$ cat src/rtl/tpc_pkg.sv
package tpc_pkg;

    // Zoom codes: how many pixel clocks each sample occupies.
    typedef enum logic [1:0] {
        ZOOM_X1  = 2'd0,
        ZOOM_X2  = 2'd1,
        ZOOM_X4  = 2'd2,
        ZOOM_X4B = 2'd3
    } zoom_e;

    localparam int unsigned SMP_W   = 8;
    localparam int unsigned PHASE_W = 2;

endpackage

$ cat src/rtl/tpc_rate_div.sv
module tpc_rate_div
    import tpc_pkg::*;
#(
    parameter int unsigned PH_W = PHASE_W
) (
    input  logic       clk,
    input  logic       rst_n,
    input  logic       sync_i,
    input  logic [1:0] zoom_i,
    output logic       step_o
);

    typedef struct packed {
        logic [PH_W-1:0] phase;
    } div_st_t;

    div_st_t         st_d, st_q;
    logic [PH_W-1:0] limit;

    always_comb begin
        case (zoom_e'(zoom_i))
            ZOOM_X1: limit = '0;
            ZOOM_X2: limit = PH_W'(1);
            default: limit = '1;
        endcase
        step_o = !sync_i && (st_q.phase >= limit);
        st_d   = st_q;
        if (sync_i || step_o) begin
            st_d.phase = '0;
        end else begin
            st_d.phase = st_q.phase + 1'b1;
        end
    end

    always_ff @(posedge clk or negedge rst_n) begin
        if (!rst_n) begin
            st_q <= '0;
        end else begin
            st_q <= st_d;
        end
    end

    // a step at a slowed zoom code is never followed directly by another step
    a_r3_step_spacing: assert property (@(posedge clk) disable iff (!rst_n)
        (step_o && !sync_i && zoom_i != 2'd0) |=> (zoom_i == 2'd0 || !step_o));

endmodule

$ cat src/rtl/tpc_addr_ctr.sv
module tpc_addr_ctr #(
    parameter int unsigned AW         = 8,
    parameter int unsigned START_ADDR = 8
) (
    input  logic          clk,
    input  logic          rst_n,
    input  logic          sync_i,
    input  logic          step_i,
    output logic [AW-1:0] addr_o
);

    localparam logic [AW-1:0] START_V = AW'(START_ADDR);
    localparam logic [AW-1:0] LAST_V  = '1;

    typedef struct packed {
        logic [AW-1:0] addr;
    } ctr_st_t;

    ctr_st_t st_d, st_q;

    always_comb begin
        st_d = st_q;
        if (sync_i) begin
            st_d.addr = START_V;
        end else if (step_i) begin
            st_d.addr = st_q.addr + 1'b1;
        end
    end

    always_ff @(posedge clk or negedge rst_n) begin
        if (!rst_n) begin
            st_q.addr <= START_V;
        end else begin
            st_q <= st_d;
        end
    end

    assign addr_o = st_q.addr;

    // a line sync reloads the start address
    a_r2_sync_reload: assert property (@(posedge clk) disable iff (!rst_n)
        sync_i |=> (addr_o == START_V));

    // no step and no sync keeps the address where it is
    a_r3_hold_between_steps: assert property (@(posedge clk) disable iff (!rst_n)
        (!sync_i && !step_i) |=> $stable(addr_o));

    // stepping from the top address wraps to zero
    a_r4_wrap_to_zero: assert property (@(posedge clk) disable iff (!rst_n)
        (!sync_i && step_i && addr_o == LAST_V) |=> (addr_o == '0));

endmodule

$ cat src/rtl/tpc_chan_cmp.sv
module tpc_chan_cmp #(
    parameter int unsigned DW = 8
) (
    input  logic          clk,
    input  logic          rst_n,
    input  logic [DW-1:0] sample_i,
    input  logic [DW-1:0] line_i,
    input  logic          blank_i,
    output logic          pix_o
);

    typedef struct packed {
        logic pix;
    } cmp_st_t;

    cmp_st_t st_d, st_q;

    always_comb begin
        st_d.pix = (sample_i == line_i) && !blank_i;
    end

    always_ff @(posedge clk or negedge rst_n) begin
        if (!rst_n) begin
            st_q <= '0;
        end else begin
            st_q <= st_d;
        end
    end

    assign pix_o = st_q.pix;

    // an exact match outside blanking lights the pixel next cycle
    a_r5_match_lights: assert property (@(posedge clk) disable iff (!rst_n)
        (sample_i == line_i && !blank_i) |=> pix_o);

    // any differing bit leaves the pixel dark next cycle
    a_r7_miss_dark: assert property (@(posedge clk) disable iff (!rst_n)
        (sample_i != line_i) |=> !pix_o);

endmodule

$ cat src/rtl/trace_pixel_cmp.sv
module trace_pixel_cmp
    import tpc_pkg::*;
#(
    parameter int unsigned AW         = 8,
    parameter int unsigned DW         = SMP_W,
    parameter int unsigned START_ADDR = 8,
    parameter int unsigned NCH        = 2
) (
    input  logic          clk,
    input  logic          rst_n,
    input  logic          hsync_i,
    input  logic [DW-1:0] line_num_i,
    input  logic [1:0]    zoom_sel_i,
    input  logic          rec_busy_i,
    input  logic [DW-1:0] ch1_rd_data_i,
    input  logic [DW-1:0] ch2_rd_data_i,
    output logic [AW-1:0] rd_addr_o,
    output logic          rd_en_o,
    output logic          green_o,
    output logic          red_o
);

    logic          step;
    logic          blank;
    logic [DW-1:0] smp [NCH];
    logic [NCH-1:0] pix;

    assign smp[0] = ch1_rd_data_i;
    assign smp[1] = ch2_rd_data_i;
    assign blank  = rec_busy_i || hsync_i;
    assign rd_en_o = !rec_busy_i;

    tpc_rate_div #(.PH_W(PHASE_W)) u_rate (
        .clk    (clk),
        .rst_n  (rst_n),
        .sync_i (hsync_i),
        .zoom_i (zoom_sel_i),
        .step_o (step)
    );

    tpc_addr_ctr #(.AW(AW), .START_ADDR(START_ADDR)) u_addr (
        .clk    (clk),
        .rst_n  (rst_n),
        .sync_i (hsync_i),
        .step_i (step),
        .addr_o (rd_addr_o)
    );

    for (genvar c = 0; c < NCH; c++) begin : g_chan
        tpc_chan_cmp #(.DW(DW)) u_cmp (
            .clk      (clk),
            .rst_n    (rst_n),
            .sample_i (smp[c]),
            .line_i   (line_num_i),
            .blank_i  (blank),
            .pix_o    (pix[c])
        );
    end

    assign green_o = pix[0];
    assign red_o   = pix[1];

    // recording darkens both traces on the next cycle
    a_r8_rec_blank: assert property (@(posedge clk) disable iff (!rst_n)
        rec_busy_i |=> (!green_o && !red_o));

    // line sync darkens both traces on the next cycle
    a_r9_sync_blank: assert property (@(posedge clk) disable iff (!rst_n)
        hsync_i |=> (!green_o && !red_o));

endmodule

$ cat config.mk
export PLATFORM = sky130hd
export DESIGN_NAME = trace_pixel_cmp
export DESIGN_NICKNAME = d
export VERILOG_FILES = /design/src/rtl/tpc_pkg.sv /design/src/rtl/tpc_rate_div.sv /design/src/rtl/tpc_addr_ctr.sv /design/src/rtl/tpc_chan_cmp.sv /design/src/rtl/trace_pixel_cmp.sv
export SDC_FILE = /design/constraint.sdc
export NUM_CORES = 1
export LEC_CHECK = 0
export ABC_AREA = 1
export CAP_MARGIN = 20
export CELL_PAD_IN_SITES_DETAIL_PLACEMENT = 1
export CELL_PAD_IN_SITES_GLOBAL_PLACEMENT = 2
export CORE_ASPECT_RATIO = 1.5
export CORE_UTILIZATION = 22
export CTS_CLUSTER_SIZE = 25
export DETAILED_ROUTE_END_ITERATION = 16
export PLACE_DENSITY_LB_ADDON = 0.1
export SYNTH_ARGS = -nofsm -noshare
export SYNTH_HDL_FRONTEND = slang
export SYNTH_HIERARCHICAL = 1
export SYNTH_SLANG_ARGS = --single-unit
$ cat constraint.sdc
create_clock -name clk -period 2.9 [get_ports clk]
set_clock_uncertainty 0.2 [all_clocks]
set_input_delay 0.58 -clock clk [delete_from_list [all_inputs] [get_ports clk]]
set_output_delay 0.58 -clock clk [all_outputs]
set_load 0.01 [all_outputs]
==> flow_metrics.py <==
metrics = {
    "synthesis": {
        "synth_warnings": 6,
        "synth_area_um2": 955,
        "avgSynthCellArea_um2": 6.12,
        "ys_ff_latch": 12,
        "yosysSeqAreaShare": 0.316,
        "synth_cell_types": 17,
        "synth_cells": 156,
        "synthesis.nets": 189,
    },
    "floorplanning": {
        "fp.dieH_um": 82.7,
        "die_w_um": 55.8,
        "coreArea_mm2": 0.00421,
        "io_pins": 41,
        "start_util": 0.227,
        "rows": 29,
        "die_area_mm2": 0.00461,
    },
    "final_layout": {
        "drive_above_1_share": 0.0600,
        "final_cell_mix": "50 x nand2_1, 40 x clkdlybuf4s50_1, 37 x inv_1",
        "final_cells": 246,
        "area_growth_pct": 52.7,
        "fill_cells": 547,
        "diodes": 0,
        "final_common_cell": "nand2_1",
        "utilization": 0.346,
        "multi_input_area_um2": 510,
        "seqCellArea_um2": 302,
        "fin_nets": 234,
        "design_area_mm2": 0.00146,
    },
    "worst_setup_path": {
        "path_buf_inv": 2,
        "slowest_stage": "clkdlybuf4s50_1",
        "crit_arrival_ns": 2.39,
        "worstPathMaxFanout": 5,
        "crit_path_end_kind": "flop",
        "critPathMaxStageDelay_ns": 0.41,
        "worstPathRequired_ns": 2.83,
        "path_common_cell": "nand2_1",
        "startpoint_type": "input port",
        "crit_type": "input port to flop",
        "crit_chain": "clkdlybuf4s50_1, or2_2, ha_1, nand2_1, nand3_1, nand2_1, inv_1, nor2_4, nor2_4, nand3_1, nand2_1, nor2_1",
        "crit_family": "simple AND/OR/NAND/NOR gates",
    },
    "sta": {
        "worst_pin_slew_ns": 0.591,
        "grt_setup_unrepaired": "false",
        "max_freq_mhz": 407,
        "fin_crit_ns": 2.46,
        "finalCritPeriodShare": 0.847,
        "max-slew-margin-rel": 0.605,
        "tns_ns": 0,
        "setup_viol": 0,
        "slew_viol_final": 0,
        "finalHoldViolCount": 0,
    },
    "global_routing": {
        "track_usage": 0.125,
        "grt_pass1_wl_mm": 4.47,
        "grt_pass1_vias": 1102,
        "antenna_found_initial": 0,
        "grt_start_max_net_pins": 13,
        "grt-ovfl-total": 0,
    },
    "power": {
        "pwr-share-seq": 0.373,
        "p_clk_frac": 0.300,
        "share_comb_of_total_power": 0.327,
        "p_switching_mw": 0.162,
        "worst_ir_drop_vdd_mv": 0.208,
        "power_switching_share": 0.304,
        "power_leakage_nw": 0.773,
        "intPower_mw": 0.369,
        "p_per_area_mw_per_mm2": 364,
    },
    "clock_network": {
        "postCtsHoldBufs": 0,
        "cts_resized": 0,
        "clock-root-buffer": "clkbuf_8",
        "cts_buffers": 3,
        "cts_buffer_depth": 2,
        "cts-htree-levels": 1,
        "clock-sinks": 12,
        "cts_setup_buffers": 0,
        "cts_tree": "built",
        "clock_latency_ns": 0.24,
        "clk_pin_slew_ns": 0.06,
    },
    "detailed_routing": {
        "drt-total-wl_mm": 2.59,
        "wl_per_cell_um": 10.5,
        "vias": 1035,
        "ant_nets": 0,
        "drt_iter0_markers": 7,
        "drt_first_pass_iters": 4,
        "viasPerCell": 4.21,
        "drc": 0,
    },
    "placed_design": {
        "hpwl_mm": 2.28,
        "gp_congestion": 0.749,
        "io_buffers": 40,
        "place_area_mm2": 0.00141,
        "dp_cells": 242,
    },
    "job": {
        "cap_violations": 0,
    },
    "hold_path": {
        "hold_class": "flop to flop",
    },
    "status": {
        "run_status": "finished, final reports clean",
    },
}
Yosys cell counts:
master,instances,area (um2)
nand2_1,50,188
inv_1,37,139
nor2_1,23,86.3
dfrtp_1,11,275
nand3_1,11,55.1
xnor2_1,6,52.6
ha_1,3,37.5
nand4_1,3,18.8
nand2_2,2,12.5
nor2_4,2,22.5
o21ai_0,2,10.0
a21oi_1,1,5.00
dfstp_2,1,26.3
inv_2,1,3.75
nand3_2,1,10.0
nor2_2,1,6.26
or2_2,1,6.26
per-layer routing:
metal | share of wire | up-vias | track usage
met1 | 0.37 | 466 | 0.118
met2 | 0.59 | 23 | 0.261
met4 | 0.013 | 0 | 0.0600
li1 | - | 544 | -
met5 | 0 | - | 0
met3 | 0.027 | 2 | 0.0156
logic make-up after synthesis:
group                      Yosys count  share of synthesized area
AOI/OAI and AO/OA                    3                     0.0157
buffers and inverters               38                      0.149
and+or+nand+nor                     94                      0.425
xor gates and xnor gates             6                     0.0550
adders and majority gates            3                     0.0393
DFF                                 12                      0.316
flip-flops by register name, indices dropped and copies added, names as in the netlist:
name,cells
g_chan.u_cmp/pix_o,2
u_addr/addr_o,8
u_rate/st_q,2
area by class of cell:
| cell class | instances | share of cell area |
|---|---|---|
| Multi-Input combinational cell | 106 | 0.350 |
| Inverter | 38 | 0.0979 |
| Tap cell | 46 | 0.0395 |
| Clock buffer | 4 | 0.0309 |
| Timing Repair Buffer | 40 | 0.275 |
| Sequential cell | 12 | 0.207 |
worst paths after layout:
path,from,to,slack [ns],depth (start not counted)
max,zoom_sel_i[1],u_addr/addr_o[7],0.44,12
min,u_rate/st_q[0],u_rate/st_q[0],0.29,1
max reg2reg,u_rate/st_q[0],u_addr/addr_o[7],1.06,11
min reg2reg,u_rate/st_q[0],u_rate/st_q[0],0.29,1
max in group asynchronous,rst_n,u_addr/addr_o[4],1.60,1
min in group asynchronous,rst_n,u_addr/addr_o[7],0.51,1
through the flow:
step                hold slack [ns]  setup slack (ns)  power [mW]
global placement              0.263             0.201       0.373
detailed placement            0.282             0.168       0.378
global route                  0.318             0.273       0.575
floorplan                    0.0844             0.777       0.292
finish                        0.285             0.443       0.530
CTS                           0.295             0.429       0.544
worst register-to-register path, cell delays in order, from the launching register on:
cell     delay [ns]
dfrtp_1        0.38
inv_1          0.07
ha_1           0.27
nand2_1        0.06
nand3_1        0.08
nand2_1        0.05
inv_1          0.17
nor2_4         0.08
nor2_4         0.19
nand3_1        0.09
nand2_1        0.06
nor2_1         0.04
power by group through the flow:
stage                     logic (mW)  registers (mW)  clock network [mW]
after global placement         0.173           0.200                   0
after floorplan               0.0916           0.200                   0
after global routing           0.198           0.201               0.177
final                          0.173           0.198               0.159
after CTS                      0.179           0.198               0.167
after detailed placement       0.178           0.201                   0
(Power assumes the default switching activity.)
